===== src/rtl/irq_lv_pkg.sv =====
// Package: shared constants and types for the interrupt level/vector unit.
// Assumes levels are 5-bit quantities.
package irq_lv_pkg;
    localparam int LVL_W = 5;
    typedef logic [LVL_W-1:0] lvl_t;

    // Source that produced the reported level.
    typedef enum logic [2:0] {
        SRC_NONE = 3'd0,
        SRC_SW   = 3'd1,
        SRC_HW   = 3'd2,
        SRC_TMR  = 3'd3,
        SRC_HALT = 3'd4
    } irq_src_e;
endpackage


===== src/rtl/irq_hw_lines.sv =====
// Module: hardware request lines. It captures rising edges into sticky
// pending bits, holds the enable mask, applies write-one-to-clear and
// acknowledge clears, and picks the highest unmasked line with its vector.
// Assumes NLINES <= 8 and VEC_W <= 32.
module irq_hw_lines #(
    parameter int NLINES = 8,
    parameter int VEC_W  = 10,
    parameter logic [NLINES-1:0][31:0] VEC_TABLE = '0
) (
    input  logic              clk,
    input  logic              rst_n,
    input  logic [NLINES-1:0] hw_in,
    input  logic              mask_we,
    input  logic [NLINES-1:0] mask_wdata,
    input  logic              clr_we,
    input  logic [NLINES-1:0] clr_wdata,
    input  logic              take,
    output logic [NLINES-1:0] pend,
    output logic [NLINES-1:0] mask,
    output logic              any_unmasked,
    output logic [VEC_W-1:0]  take_vec
);
    localparam int SEL_W = (NLINES > 1) ? $clog2(NLINES) : 1;

    logic [NLINES-1:0] hw_q;
    logic [NLINES-1:0] rise;
    logic [NLINES-1:0] unm;
    logic [NLINES-1:0] ack_clr;
    logic [NLINES-1:0] sw_clr;
    logic [SEL_W-1:0]  sel;
    logic              found;

    // Edge detect: a pending bit is set only on a 0-to-1 input transition.
    assign rise = hw_in & ~hw_q;
    assign unm  = pend & mask;
    assign any_unmasked = |unm;
    assign sw_clr = clr_we ? clr_wdata : '0;

    // Select the highest-numbered unmasked pending line.
    always_comb begin
        sel   = '0;
        found = 1'b0;
        for (int i = 0; i < NLINES; i++) begin
            if (unm[i]) begin
                sel   = SEL_W'(i);
                found = 1'b1;
            end
        end
    end

    // One-hot clear for the line that an acknowledge takes.
    always_comb begin
        ack_clr = '0;
        if (take && found) ack_clr[sel] = 1'b1;
    end

    // Vector lookup: low VEC_W bits of the table entry, 0 when nothing qualifies.
    always_comb begin
        take_vec = '0;
        if (found) take_vec = VEC_TABLE[sel][VEC_W-1:0];
    end

    // Registers: input history, sticky pending (set beats clear), mask.
    always_ff @(posedge clk) begin
        if (!rst_n) begin
            hw_q <= '0;
            pend <= '0;
            mask <= '0;
        end else begin
            hw_q <= hw_in;
            pend <= (pend & ~sw_clr & ~ack_clr) | rise;
            if (mask_we) mask <= mask_wdata;
        end
    end

    assert_mask_load_R9: assert property (@(posedge clk) disable iff (!rst_n)
        mask_we |=> (mask == $past(mask_wdata)));

    assert_mask_hold_R9: assert property (@(posedge clk) disable iff (!rst_n)
        !mask_we |=> $stable(mask));

    assert_ack_clears_one_R7: assert property (@(posedge clk) disable iff (!rst_n)
        (take && any_unmasked && rise == '0 && !clr_we)
        |=> ($countones(pend) == $countones($past(pend)) - 1));

    assert_empty_vec_R8: assert property (@(posedge clk) disable iff (!rst_n)
        !any_unmasked |-> (take_vec == '0));

    assert_w1c_R10: assert property (@(posedge clk) disable iff (!rst_n)
        (clr_we && rise == '0) |=> ((pend & $past(clr_wdata)) == '0));

    assert_rise_sets_R11: assert property (@(posedge clk) disable iff (!rst_n)
        (rise != '0) |=> ((pend & $past(rise)) == $past(rise)));
endmodule


===== src/rtl/irq_level_arb.sv =====
// Module: combinational level arbiter. Halt beats the timer, the timer
// beats hardware, and hardware beats software. Each source except halt is
// gated by the current processor level.
// Assumes HALT_LVL > CLK_LVL > HW_LVL > SW_TOP.
module irq_level_arb
    import irq_lv_pkg::*;
#(
    parameter int   SW_TOP   = 15,
    parameter lvl_t HALT_LVL = 5'd31,
    parameter lvl_t CLK_LVL  = 5'd22,
    parameter lvl_t HW_LVL   = 5'd20
) (
    input  lvl_t          cur_lvl,
    input  logic          halt,
    input  logic          tmr_pend,
    input  logic          hw_any,
    input  logic [SW_TOP:0] sw_req,
    output lvl_t          level,
    output irq_src_e      src
);
    lvl_t sw_lvl;
    logic sw_hit;

    // Software scan: the highest set bit above the current level.
    always_comb begin
        sw_lvl = '0;
        sw_hit = 1'b0;
        for (int i = 0; i <= SW_TOP; i++) begin
            if (sw_req[i] && (LVL_W'(i) > cur_lvl)) begin
                sw_lvl = LVL_W'(i);
                sw_hit = 1'b1;
            end
        end
    end

    // Fixed priority chain across the sources.
    always_comb begin
        level = '0;
        src   = SRC_NONE;
        if (halt) begin
            level = HALT_LVL;
            src   = SRC_HALT;
        end else if (tmr_pend && (cur_lvl < CLK_LVL)) begin
            level = CLK_LVL;
            src   = SRC_TMR;
        end else if (hw_any && (cur_lvl < HW_LVL)) begin
            level = HW_LVL;
            src   = SRC_HW;
        end else if (sw_hit) begin
            level = sw_lvl;
            src   = SRC_SW;
        end
    end
endmodule


===== src/rtl/irq_level_vector_unit.sv =====
// Module: top of the interrupt level/vector unit. It holds the timer
// request, decodes the control word lanes and the acknowledge port, and
// joins the hardware line block with the level arbiter.
// Assumes one acknowledge per cycle at most and NLINES <= 8.
module irq_level_vector_unit
    import irq_lv_pkg::*;
#(
    parameter int   NLINES    = 8,
    parameter int   VEC_W     = 10,
    parameter int   SW_TOP    = 15,
    parameter lvl_t HALT_LVL  = 5'd31,
    parameter lvl_t CLK_LVL   = 5'd22,
    parameter lvl_t HW_LVL    = 5'd20,
    parameter logic [VEC_W-1:0] TIMER_VEC = 10'h0C0,
    parameter logic [NLINES-1:0][31:0] VEC_TABLE = {
        32'hC3C3_FD70, 32'hC3C3_FD60, 32'hC3C3_FD50, 32'hC3C3_FD40,
        32'hC3C3_FD30, 32'hC3C3_FD20, 32'hC3C3_FD10, 32'hC3C3_FD00}
) (
    input  logic              clk,
    input  logic              rst_n,
    input  logic [LVL_W-1:0]  cur_ipl,
    input  logic              halt_pin,
    input  logic              tmr_tick,
    input  logic [NLINES-1:0] hw_req,
    input  logic [SW_TOP:0]   sw_req,
    input  logic              ctl_we,
    input  logic [3:0]        ctl_be,
    input  logic [31:0]       ctl_wdata,
    output logic [31:0]       ctl_rdata,
    input  logic              ack_en,
    input  logic [LVL_W-1:0]  ack_ipl,
    output logic [VEC_W-1:0]  ack_vec,
    output logic [LVL_W-1:0]  irq_level
);
    logic              tmr_pend;
    logic              tmr_take;
    logic              hw_take;
    logic              hw_any;
    logic [NLINES-1:0] pend;
    logic [NLINES-1:0] mask;
    logic [VEC_W-1:0]  hw_vec;
    irq_src_e          src;

    assign tmr_take = ack_en && (ack_ipl == CLK_LVL);
    assign hw_take  = ack_en && (ack_ipl == HW_LVL);

    // Timer request: a tick sets it, a level-22 acknowledge clears it, and a tick wins.
    always_ff @(posedge clk) begin
        if (!rst_n) tmr_pend <= 1'b0;
        else        tmr_pend <= tmr_tick | (tmr_pend & ~tmr_take);
    end

    irq_hw_lines #(
        .NLINES   (NLINES),
        .VEC_W    (VEC_W),
        .VEC_TABLE(VEC_TABLE)
    ) hw_i (
        .clk         (clk),
        .rst_n       (rst_n),
        .hw_in       (hw_req),
        .mask_we     (ctl_we && ctl_be[0]),
        .mask_wdata  (ctl_wdata[NLINES-1:0]),
        .clr_we      (ctl_we && ctl_be[3]),
        .clr_wdata   (ctl_wdata[24 +: NLINES]),
        .take        (hw_take),
        .pend        (pend),
        .mask        (mask),
        .any_unmasked(hw_any),
        .take_vec    (hw_vec)
    );

    irq_level_arb #(
        .SW_TOP  (SW_TOP),
        .HALT_LVL(HALT_LVL),
        .CLK_LVL (CLK_LVL),
        .HW_LVL  (HW_LVL)
    ) arb_i (
        .cur_lvl (cur_ipl),
        .halt    (halt_pin),
        .tmr_pend(tmr_pend),
        .hw_any  (hw_any),
        .sw_req  (sw_req),
        .level   (irq_level),
        .src     (src)
    );

    // Acknowledge vector mux: timer, hardware table, or 0.
    always_comb begin
        ack_vec = '0;
        if (tmr_take)     ack_vec = TIMER_VEC;
        else if (hw_take) ack_vec = hw_vec;
    end

    // Readback: pending bits in the top lane, mask in the bottom lane.
    assign ctl_rdata = (32'(pend) << 24) | 32'(mask);

    assert_halt_wins_R1: assert property (@(posedge clk) disable iff (!rst_n)
        halt_pin |-> (irq_level == HALT_LVL));

    assert_timer_next_R2: assert property (@(posedge clk) disable iff (!rst_n)
        (!halt_pin && tmr_pend && cur_ipl < CLK_LVL) |-> (irq_level == CLK_LVL));

    assert_hw_level_R3: assert property (@(posedge clk) disable iff (!rst_n)
        (src == SRC_HW) |-> (hw_any && cur_ipl < HW_LVL && irq_level == HW_LVL));

    assert_sw_above_cur_R4: assert property (@(posedge clk) disable iff (!rst_n)
        (src == SRC_SW) |-> (irq_level > cur_ipl && irq_level <= LVL_W'(SW_TOP)));

    assert_idle_zero_R5: assert property (@(posedge clk) disable iff (!rst_n)
        (!halt_pin && !tmr_pend && !hw_any && sw_req[SW_TOP:1] == '0) |-> (irq_level == '0));

    assert_tmr_ack_clears_R6: assert property (@(posedge clk) disable iff (!rst_n)
        (tmr_take && !tmr_tick) |=> !tmr_pend);

    assert_idle_ack_zero_R8: assert property (@(posedge clk) disable iff (!rst_n)
        !ack_en |-> (ack_vec == '0));

    assert_tick_sets_R12: assert property (@(posedge clk) disable iff (!rst_n)
        tmr_tick |=> tmr_pend);
endmodule


===== config.mk =====
export PLATFORM = sky130hd
export DESIGN_NAME = irq_level_vector_unit
export DESIGN_NICKNAME = d
export VERILOG_FILES = /design/src/rtl/irq_lv_pkg.sv /design/src/rtl/irq_hw_lines.sv /design/src/rtl/irq_level_arb.sv /design/src/rtl/irq_level_vector_unit.sv
export SDC_FILE = /design/constraint.sdc
export NUM_CORES = 1
export LEC_CHECK = 0
export ABC_AREA = 1
export ABC_CLOCK_PERIOD_IN_PS = 1700
export BUFFER_PORTS_ARGS = -buffer_cell sky130_fd_sc_hd__buf_2
export CAP_MARGIN = 20
export CORE_UTILIZATION = 36
export CTS_CLUSTER_SIZE = 30
export DETAILED_ROUTE_END_ITERATION = 8
export PLACE_DENSITY_LB_ADDON = 0.08
export SETUP_SLACK_MARGIN = 0.2
export SLEW_MARGIN = 10
export SYNTH_ARGS = -nofsm -noshare
export SYNTH_HDL_FRONTEND = slang
export SYNTH_SLANG_ARGS = --single-unit

===== constraint.sdc =====
create_clock -name clk -period 1.7 [get_ports clk]
set_clock_uncertainty 0.1 [all_clocks]
set_input_delay 0.34 -clock clk [delete_from_list [all_inputs] [get_ports clk]]
set_output_delay 0.34 -clock clk [all_outputs]
set_load 0.01 [all_outputs]

==> results.tsv, run 1 <==
metric	value	unit
layout_common_cells	buf_2 (73), nand2_1 (57), buf_4 (35), nor2_1 (27), inv_1 (25)	
synthXorXnorAreaFrac	0	%
total_leakage_power	1.48	nW
crit_family	simple AND/OR/NAND/NOR gates	
maxCapViolations	0	
grt_pass1_wl	7.33	mm
hold_slack	0.175	ns
syn_inst	244	
muxShareOfSynthArea	0	%
final_cells	425	
track_usage	20.8	%
worstPathCellList	buf_6, nor2_4, nand2_1, o211ai_2, nand2_1, nor2_1, nand2_1, o21ai_1, nor2_1, nand2_1, nand2_2, buf_6	
outcome	complete, but fails checks	
dieArea	4630	sq um
worstSetupEndpointType	output pin	
synth_cell_types	24	
path_clk_slew	0.08	ns
n_antenna_cell	0	
clock_latency	0.26	ns
antenna_found_initial	0	
cp-start-kind	input pin	
vdd_drop_max	470	uV
dp.cells	408	
htreeDepth	1	
hold_path.class	input pin to flop	
ys_warn_count	0	
crit_buf_inv	2	
cpMostUsedCell	nand2_1	
crit_cells	12	
fin_ws	-0.340	ns
die_h	68.0	um
viasPerCell	4.56	
die_w	68.0	um
setup_viol_count_final	10	
final_common_cell	buf_2	
dr.pass1.iters	4	
routedWlPerCell	11.3	um
core_area	4090	sq um
ios	123	
num_vias	1936	
finalHoldViolCount	0	
yosys.area_share.simple	32.9	%
required	1.26	ns
clkSinkCount	25	
cp.arrival	1.60	ns
rsz0062_at_grt	yes	
critical_path_class	input pin to output pin	
synth-seq-cells	25	
gp_congestion	0.862	
dp_hpwl	3.60	mm
violations	setup timing	
grt_max_degree	20	
post-route-min-period	2.04	ns
reg2reg_depth	11	
netlist_area	1570	sq um
holdPathStages	3	
fin_nets	452	
cts_tree	done	
grt_pass1_vias	1769	
max_stage_delay	0.17	ns
drt_iter0_drc	68	
rows	23	
drc	0	
routed_wl	4.82	mm
final_antenna_net_count	0	
syn_to_final_growth	70.1	%
worstPathMaxFanout	4	
synth_compound_area_share	17.1	%
post-route-util	65.4	%
port-buffer-count	82	
finalMaxSlewViolations	0	
final.period_utilization	120	%
synth_top_family_by_area	simple AND/OR/NAND/NOR gates	
numCtsBuffers	3	
start_util	38.4	%
clk_path_buf_depth	2	
fmax	490	MHz
synth-seq-area-share	31.9	%
yosys.area_share.adder	0	%
overflow	0	
final_layout_size_suffix_gt1_share	50.4	%
crit_slowest_cell	o211ai_2	
synth.avg_cell_area	6.44	sq um
powerDensity	597	nW/um^2
cts_root_buffer	clkbuf_8	
-- worst register-to-register path, stage by stage, from the launching register on --
cell	delay (ns)
dfxtp_2	0.34
nand2_2	0.09
nand2_2	0.07
buf_6	0.12
buf_6	0.10
buf_6	0.11
a31oi_4	0.13
buf_4	0.13
buf_6	0.08
nand3_2	0.08
o211ai_1	0.18
o22ai_1	0.08
-- flip-flops by register name, indices dropped and copies added (netlist names) --
register / flops
hw_i.hw_q: 8
tmr_pend: 1
hw_i.pend: 8
hw_i.mask: 8
-- cells in the mapped netlist --
library cell   n  share of area, %
nand4_1        5               2.0
dfxtp_1       25                32
nor2_4         1              0.72
nor3_1         1              0.32
buf_4         22                11
o21ai_0       14               4.5
nor4_2         1              0.80
a21oi_1        2              0.64
o21ai_1        2              0.64
nor2_1        32               7.6
o211ai_1      10               4.8
o22ai_1        6               2.4
nand3_1        9               2.9
nor2_2         2              0.80
inv_2          2              0.48
inv_1         27               6.5
a221oi_1       1              0.56
and2_1         1              0.40
a31oi_1        3               1.2
nor4_1         1              0.40
conb_1         1              0.24
clkbuf_1       2              0.48
nand2_1       71                17
o211ai_2       3               2.4
-- where the power goes --
| part | internal, mW | switching [mW] | total (mW) |
|---|---|---|---|
| registers | 0.633 | 0.0279 | 0.661 |
| logic | 0.297 | 0.295 | 0.593 |
| clock network | 0.167 | 0.174 | 0.341 |
| total | 1.10 | 0.497 | 1.59 |
-- metrics by stage --
stage	total power [mW]	setup slack, ns	TNS [ns]	cell area (sq um)
2_1_floorplan	0.922	-0.0403	-0.0403	1660
3_3_place_gp	1.14	-0.377	-1.60	2230
3_5_place_dp	1.14	-0.386	-1.61	2230
4_1_cts	1.56	-0.341	-1.75	2540
5_1_grt	1.70	-0.497	-2.98	2670
6_report	1.59	-0.340	-2.01	2670
-- logic make-up after synthesis --
group / Yosys count
buffers and inverters: 53
other: 1
DFF: 25
and+or+nand+nor: 124
AOI/OAI and AO/OA: 41
-- layout make-up --
cell class                      instances  area [sq um]
Multi-Input combinational cell        186          1030
Inverter                               29           109
Timing Repair Buffer                  131           905
Tap cell                               50          62.6
Fill cell                             388          1420
Clock buffer                            4          45.0
Sequential cell                        25           517
-- final timing paths --
| kind | from | endpoint | slack [ns] |
|---|---|---|---|
| max | cur_ipl[1] | irq_level[0] | -0.34 |
| min reg2reg | hw_i.hw_q[1]$_SDFF_PN0_ | hw_i.pend[1]$_SDFF_PN0_ | 0.30 |
| min | hw_req[7] | hw_i.hw_q[7]$_SDFF_PN0_ | 0.17 |
| max reg2reg | hw_i.mask[2]$_SDFFE_PN0P_ | hw_i.pend[4]$_SDFF_PN0_ | -0.04 |
-- per-layer routing --
layer / share of wire, % / up-vias / GRT usage [%]
li1: - / 1014 / -
met1: 42 / 859 / 23.9
met2: 52 / 61 / 40.3
met3: 5.4 / 2 / 2.00
met4: 0.48 / 0 / 4.69
met5: 0 / - / 0
-- what timing repair did --
action	in CTS	in global routing
hold buffers	0	0
pin swaps	32	15
setup buffers	7	6
gates resized for setup	63	26
endpoints found under the hold margin	0	0
setup endpoints to repair	17	18
No activity file was read; power rests on OpenSTA's default activity.
==> run 2, diff against run 1 <==
Settings changed: SETUP_SLACK_MARGIN 0.2 to not set.
==> run 2 against run 1 <==
  * Critical endpoint unchanged
  * The run still ends with setup timing left
  * Critical path depth decreased by 2
  * Register-to-register slack improved by 0.14 ns
  * Setup slack worse by 0.0047 ns
  * Wire length shrank 1.7%
  * Die area is the same
  * Via count grew 0.83%
==> results.tsv, run 2 (same netlist as run 1, synthesis figures left out) <==
metric	value	unit
overflow	0	
crit_buf_inv	1	
gp_congestion	0.820	
fin_nets	452	
p_total	1.59	mW
drt_iter0_drc	82	
finalHoldViolCount	0	
outcome	complete, but fails checks	
place_area	2230	sq um
grt_max_degree	20	
clock_latency	0.27	ns
n_antenna_cell	0	
violations	setup timing	
antenna_found_initial	0	
rsz0062_at_grt	yes	
syn_to_final_growth	66.1	%
die_w	68.0	um
path_clk_slew	0.09	ns
max_stage_delay	0.34	ns
critical_path_class	flop to output pin	
cts_tree	done	
worstSetupEndpointType	output pin	
setup_tns	-2.01	ns
htreeDepth	1	
cp.arrival	1.60	ns
maxCapViolations	0	
required	1.26	ns
vdd_drop_max	670	uV
cp-start-kind	flop	
routed_wl	4.74	mm
rows	23	
finalMaxSlewViolations	0	
post-route-min-period	2.04	ns
final.period_utilization	120	%
hold_path.class	input pin to flop	
worstPathCellList	nand2_2, nand2_2, a221oi_2, nand2_1, o21ai_2, o21ai_1, nor2_1, nand2_1, nand2_2, buf_6	
viasPerCell	4.59	
clkSinkCount	25	
track_usage	20.5	%
clk_path_buf_depth	2	
routedWlPerCell	11.2	um
cpMostUsedCell	nand2_2	
worstPathMaxFanout	3	
dieArea	4630	sq um
reg_top3	hw_i.hw_q: 8 flops, hw_i.mask: 8 flops, hw_i.pend: 8 flops	
core_area	4090	sq um
layout_common_cells	buf_2 (75), nand2_1 (56), buf_4 (41), nor2_1 (27), inv_1 (24)	
setup_viol_count_final	7	
grt_pass1_vias	1657	
numCtsBuffers	3	
crit_family	simple AND/OR/NAND/NOR gates	
fin_ws	-0.345	ns
dp.cells	409	
crit_slowest_cell	dfxtp_2	
dr.pass1.iters	4	
start_util	38.4	%
final_cells	425	
die_h	68.0	um
port-buffer-count	82	
final_common_cell	buf_2	
total_leakage_power	1.46	nW
nFillCells	372	
grt_pass1_wl	7.22	mm
powerDensity	609	nW/um^2
num_vias	1952	
final_layout_size_suffix_gt1_share	50.1	%
final_area	2610	sq um
ios	123	
postCtsHoldBufs	0	
fmax	489	MHz
final_antenna_net_count	0	
cts_root_buffer	clkbuf_8	
dp_hpwl	3.64	mm
drc	0	
==> run 2: changes by cell type in the layout (fill, tap and decap cells not counted), sizes merged <==
cell | before | now
clkbuf | 4 | 3
clkinvlp | 0 | 1
==> run 2: area by class of cell <==
class,count,area (sq um),share of cell area (%)
multi-input cells,186,1000,38.3
repair buffers,131,868,33.3
flip-flops and latches,25,515,19.8
inverters,29,114,4.36
well taps,50,62.6,2.40
clock buffers,3,41.3,1.58
clock inverters,1,7.51,0.288
==> run 2: worst min-delay path: stages <==
cell and delay [ns]:
buf_2 0.07, nand2_1 0.05, inv_1 0.05
==> run 2: layer usage <==
layer / wire, um / GRT usage [%] / vias to the layer above
met2: 2250 / 34.1 / 62
li1: - / - / 1018
met1: 2220 / 28.1 / 870
met3: 258 / 3.67 / 2
met4: 7 / 2.34 / 0
met5: 0 / 0 / -
==> run 2: what timing repair did <==
item / in CTS / in global routing
resized for setup: 50 / 29
pin swaps: 21 / 18
setup buffers: 13 / 6
setup endpoints to repair: 9 / 12
endpoints found under the hold margin: 0 / 0
==> run 2: worst paths after layout <==
| check | from | to | slack (ns) | depth (start not counted) |
|---|---|---|---|---|
| worst max-delay path | hw_i.mask[2]$_SDFFE_PN0P_ | irq_level[0] | -0.34 | 10 |
| worst min-delay path | hw_req[2] | hw_i.hw_q[2]$_SDFF_PN0_ | 0.16 | 3 |
| worst max register to register | hw_i.pend[3]$_SDFF_PN0_ | hw_i.pend[5]$_SDFF_PN0_ | 0.10 | 11 |
| worst min register to register | hw_i.hw_q[1]$_SDFF_PN0_ | hw_i.pend[1]$_SDFF_PN0_ | 0.31 | 1 |
==> run 2: per-stage QoR <==
stage | hold WS (ns) | worst slack, ns | utilization, %
after floorplan | 0.299 | -0.0404 | -
after global placement | 0.311 | -0.402 | 54.5
after detailed placement | 0.314 | -0.396 | 54.5
after CTS | 0.161 | -0.317 | 61.5
after global routing | 0.159 | -0.486 | 63.8
final | 0.163 | -0.345 | 63.8
==> run 2: power by group <==
group          total (mW)  internal, mW  switching, mW
Combinational       0.570         0.283          0.286
Sequential          0.661         0.633         0.0277
Clock               0.359         0.166          0.193
Total                1.59          1.08          0.507
==> run 3, diff against run 2 <==
Settings changed: RECOVER_POWER set to 100.
==> run 3 against run 2 <==
  * The run still ends with setup timing left
  * First-iteration DRC count fell by 4.9%
  * Final cell count stayed put
  * Hold slack barely moved
  * Sequential power shrank 0.8%
  * Wire length is essentially flat
  * Setup slack worse by 0.020 ns
  * Register-to-register slack got worse by 0.05 ns
  * Clock power hardly changed
  * Non-clock buffer count unchanged
  * Sequential share of layout area is 0.32 points lower
  * Largest power group unchanged
==> results.tsv, run 3 (same netlist as run 1, synthesis figures left out) <==
metric	value	unit
outcome	complete, but fails checks	
violations	setup timing	
die_h	68.0	um
drt_iter0_drc	78	
clk_path_buf_depth	2	
powerDensity	613	nW/um^2
post-route-util	63.0	%
critical_path_class	flop to output pin	
grt_pass1_wl	7.22	mm
die_w	68.0	um
core_area	4090	sq um
reg_top3	hw_i.hw_q: 8 flops, hw_i.mask: 8 flops, hw_i.pend: 8 flops	
required	1.26	ns
viasPerCell	4.60	
hold_slack	0.163	ns
r2r_setup_slack	0.05	ns
dp_hpwl	3.64	mm
relSlewSlack	45.7	%
antenna_found_initial	0	
rows	23	
total_leakage_power	1.44	nW
vdd_drop_max	667	uV
postCtsHoldBufs	0	
final.period_utilization	121	%
fin_nets	452	
place_ws	-0.396	ns
overflow	0	
n_antenna_cell	0	
start_util	38.4	%
finalHoldViolCount	0	
min_from	hw_req[2]	
final_layout_size_suffix_gt1_share	45.1	%
port-buffer-count	82	
hold_path_end	hw_i.hw_q[2]$_SDFF_PN0_	
nFillCells	379	
dr.pass1.iters	4	
cts_tree	done	
holdPathStages	3	
setup_tns	-2.21	ns
routedWlPerCell	11.1	um
fmax	484	MHz
cts_root_buffer	clkbuf_8	
ios	123	
maxCapViolations	0	
clkSinkCount	25	
layout_common_cells	buf_2 (71), nand2_1 (57), buf_4 (39), nor2_1 (27), dfxtp_1 (25)	
final_antenna_net_count	0	
syn_to_final_growth	64.0	%
fin_ws	-0.365	ns
num_vias	1956	
final_common_cell	buf_2	
dieArea	4630	sq um
htreeDepth	1	
hold_path.class	input pin to flop	
reg2reg_depth	11	
grt_max_degree	20	
rsz0062_at_grt	yes	
gp_congestion	0.820	
worstPathMaxFanout	3	
clock_latency	0.27	ns
grt_pass1_vias	1657	
finalMaxSlewViolations	0	
drc	0	
setup_viol_count_final	9	
rr_startpoint	hw_i.pend[3]$_SDFF_PN0_	
tightest_slew	0.815	ns
cp-start-kind	flop	
post-route-min-period	2.06	ns
worstSetupEndpointType	output pin	
routed_wl	4.74	mm
reg2reg_to	hw_i.pend[5]$_SDFF_PN0_	
cp.arrival	1.62	ns
numCtsBuffers	3	
path_clk_slew	0.09	ns
track_usage	20.5	%
[run 3: cell types whose count changed in the layout (fill, tap and decap cells not counted)]
cell / change
nand2_2: -1
buf_4: -2
buf_2: -4
clkbuf_1: +6
buf_6: -1
clkbuf_4: +1
nand2_1: +1
dfxtp_2: -12
dfxtp_1: +12
[run 3: timing repair]
| action | in CTS | in global routing |
|---|---|---|
| resized for setup | 50 | 29 |
| setup buffers | 13 | 6 |
| endpoints found under the hold margin | 0 | 0 |
| pin swaps | 21 | 18 |
| endpoints found under the setup margin | 9 | 12 |
[run 3: cell type report]
cell class | count | area [sq um] | area share (%)
Clock buffer | 3 | 41.3 | 1.60
Timing Repair Buffer | 131 | 852 | 33.1
Clock inverter | 1 | 7.51 | 0.292
Sequential cell | 25 | 500 | 19.4
Multi-Input combinational cell | 186 | 997 | 38.7
Tap cell | 50 | 62.6 | 2.43
Inverter | 29 | 114 | 4.42
[run 3: worst max-delay path by stage]
stage | slack [ns] | cells after the start | start | end
after floorplan | -0.04 | 17 | cur_ipl[4] | irq_level[0]
after global placement | -0.40 | 18 | cur_ipl[2] | irq_level[0]
after detailed placement | -0.40 | 18 | cur_ipl[2] | irq_level[0]
after CTS | -0.32 | 19 | cur_ipl[3] | irq_level[0]
after global routing | -0.49 | 19 | cur_ipl[4] | irq_level[0]
final | -0.36 | 10 | hw_i.mask[2]$_SDFFE_PN0P_ | irq_level[0]
[run 3: per-stage QoR]
step	power, mW	std cells	cell area (sq um)
after global routing	1.67	425	2570
after floorplan	0.921	264	1650
after CTS	1.57	424	2510
after detailed placement	1.14	409	2230
after global placement	1.14	409	2230
final	1.58	425	2570
[run 3: report_power, final]
group / leakage, nW / total, mW / internal [mW] / switching [mW]
Combinational: 1.21 / 0.565 / 0.279 / 0.286
Sequential: 0.208 / 0.656 / 0.628 / 0.0273
Clock: 0.0217 / 0.359 / 0.166 / 0.193
Total: 1.44 / 1.58 / 1.07 / 0.506
[run 3: per-layer routing]
metal,up-vias,track usage (%),wire [um]
li1,1019,-,-
met1,876,28.1,2240
met2,59,34.1,2250
met3,2,3.67,239
met4,0,2.34,7
met5,-,0,0
[run 3: worst max-delay path, stage by stage, from the launching register on]
cell,delay (ns)
dfxtp_1,0.34
nand2_1,0.12
nand2_2,0.08
a221oi_2,0.19
nand2_1,0.13
o21ai_2,0.08
o21ai_1,0.09
nor2_1,0.10
nand2_1,0.07
nand2_2,0.06
buf_6,0.09
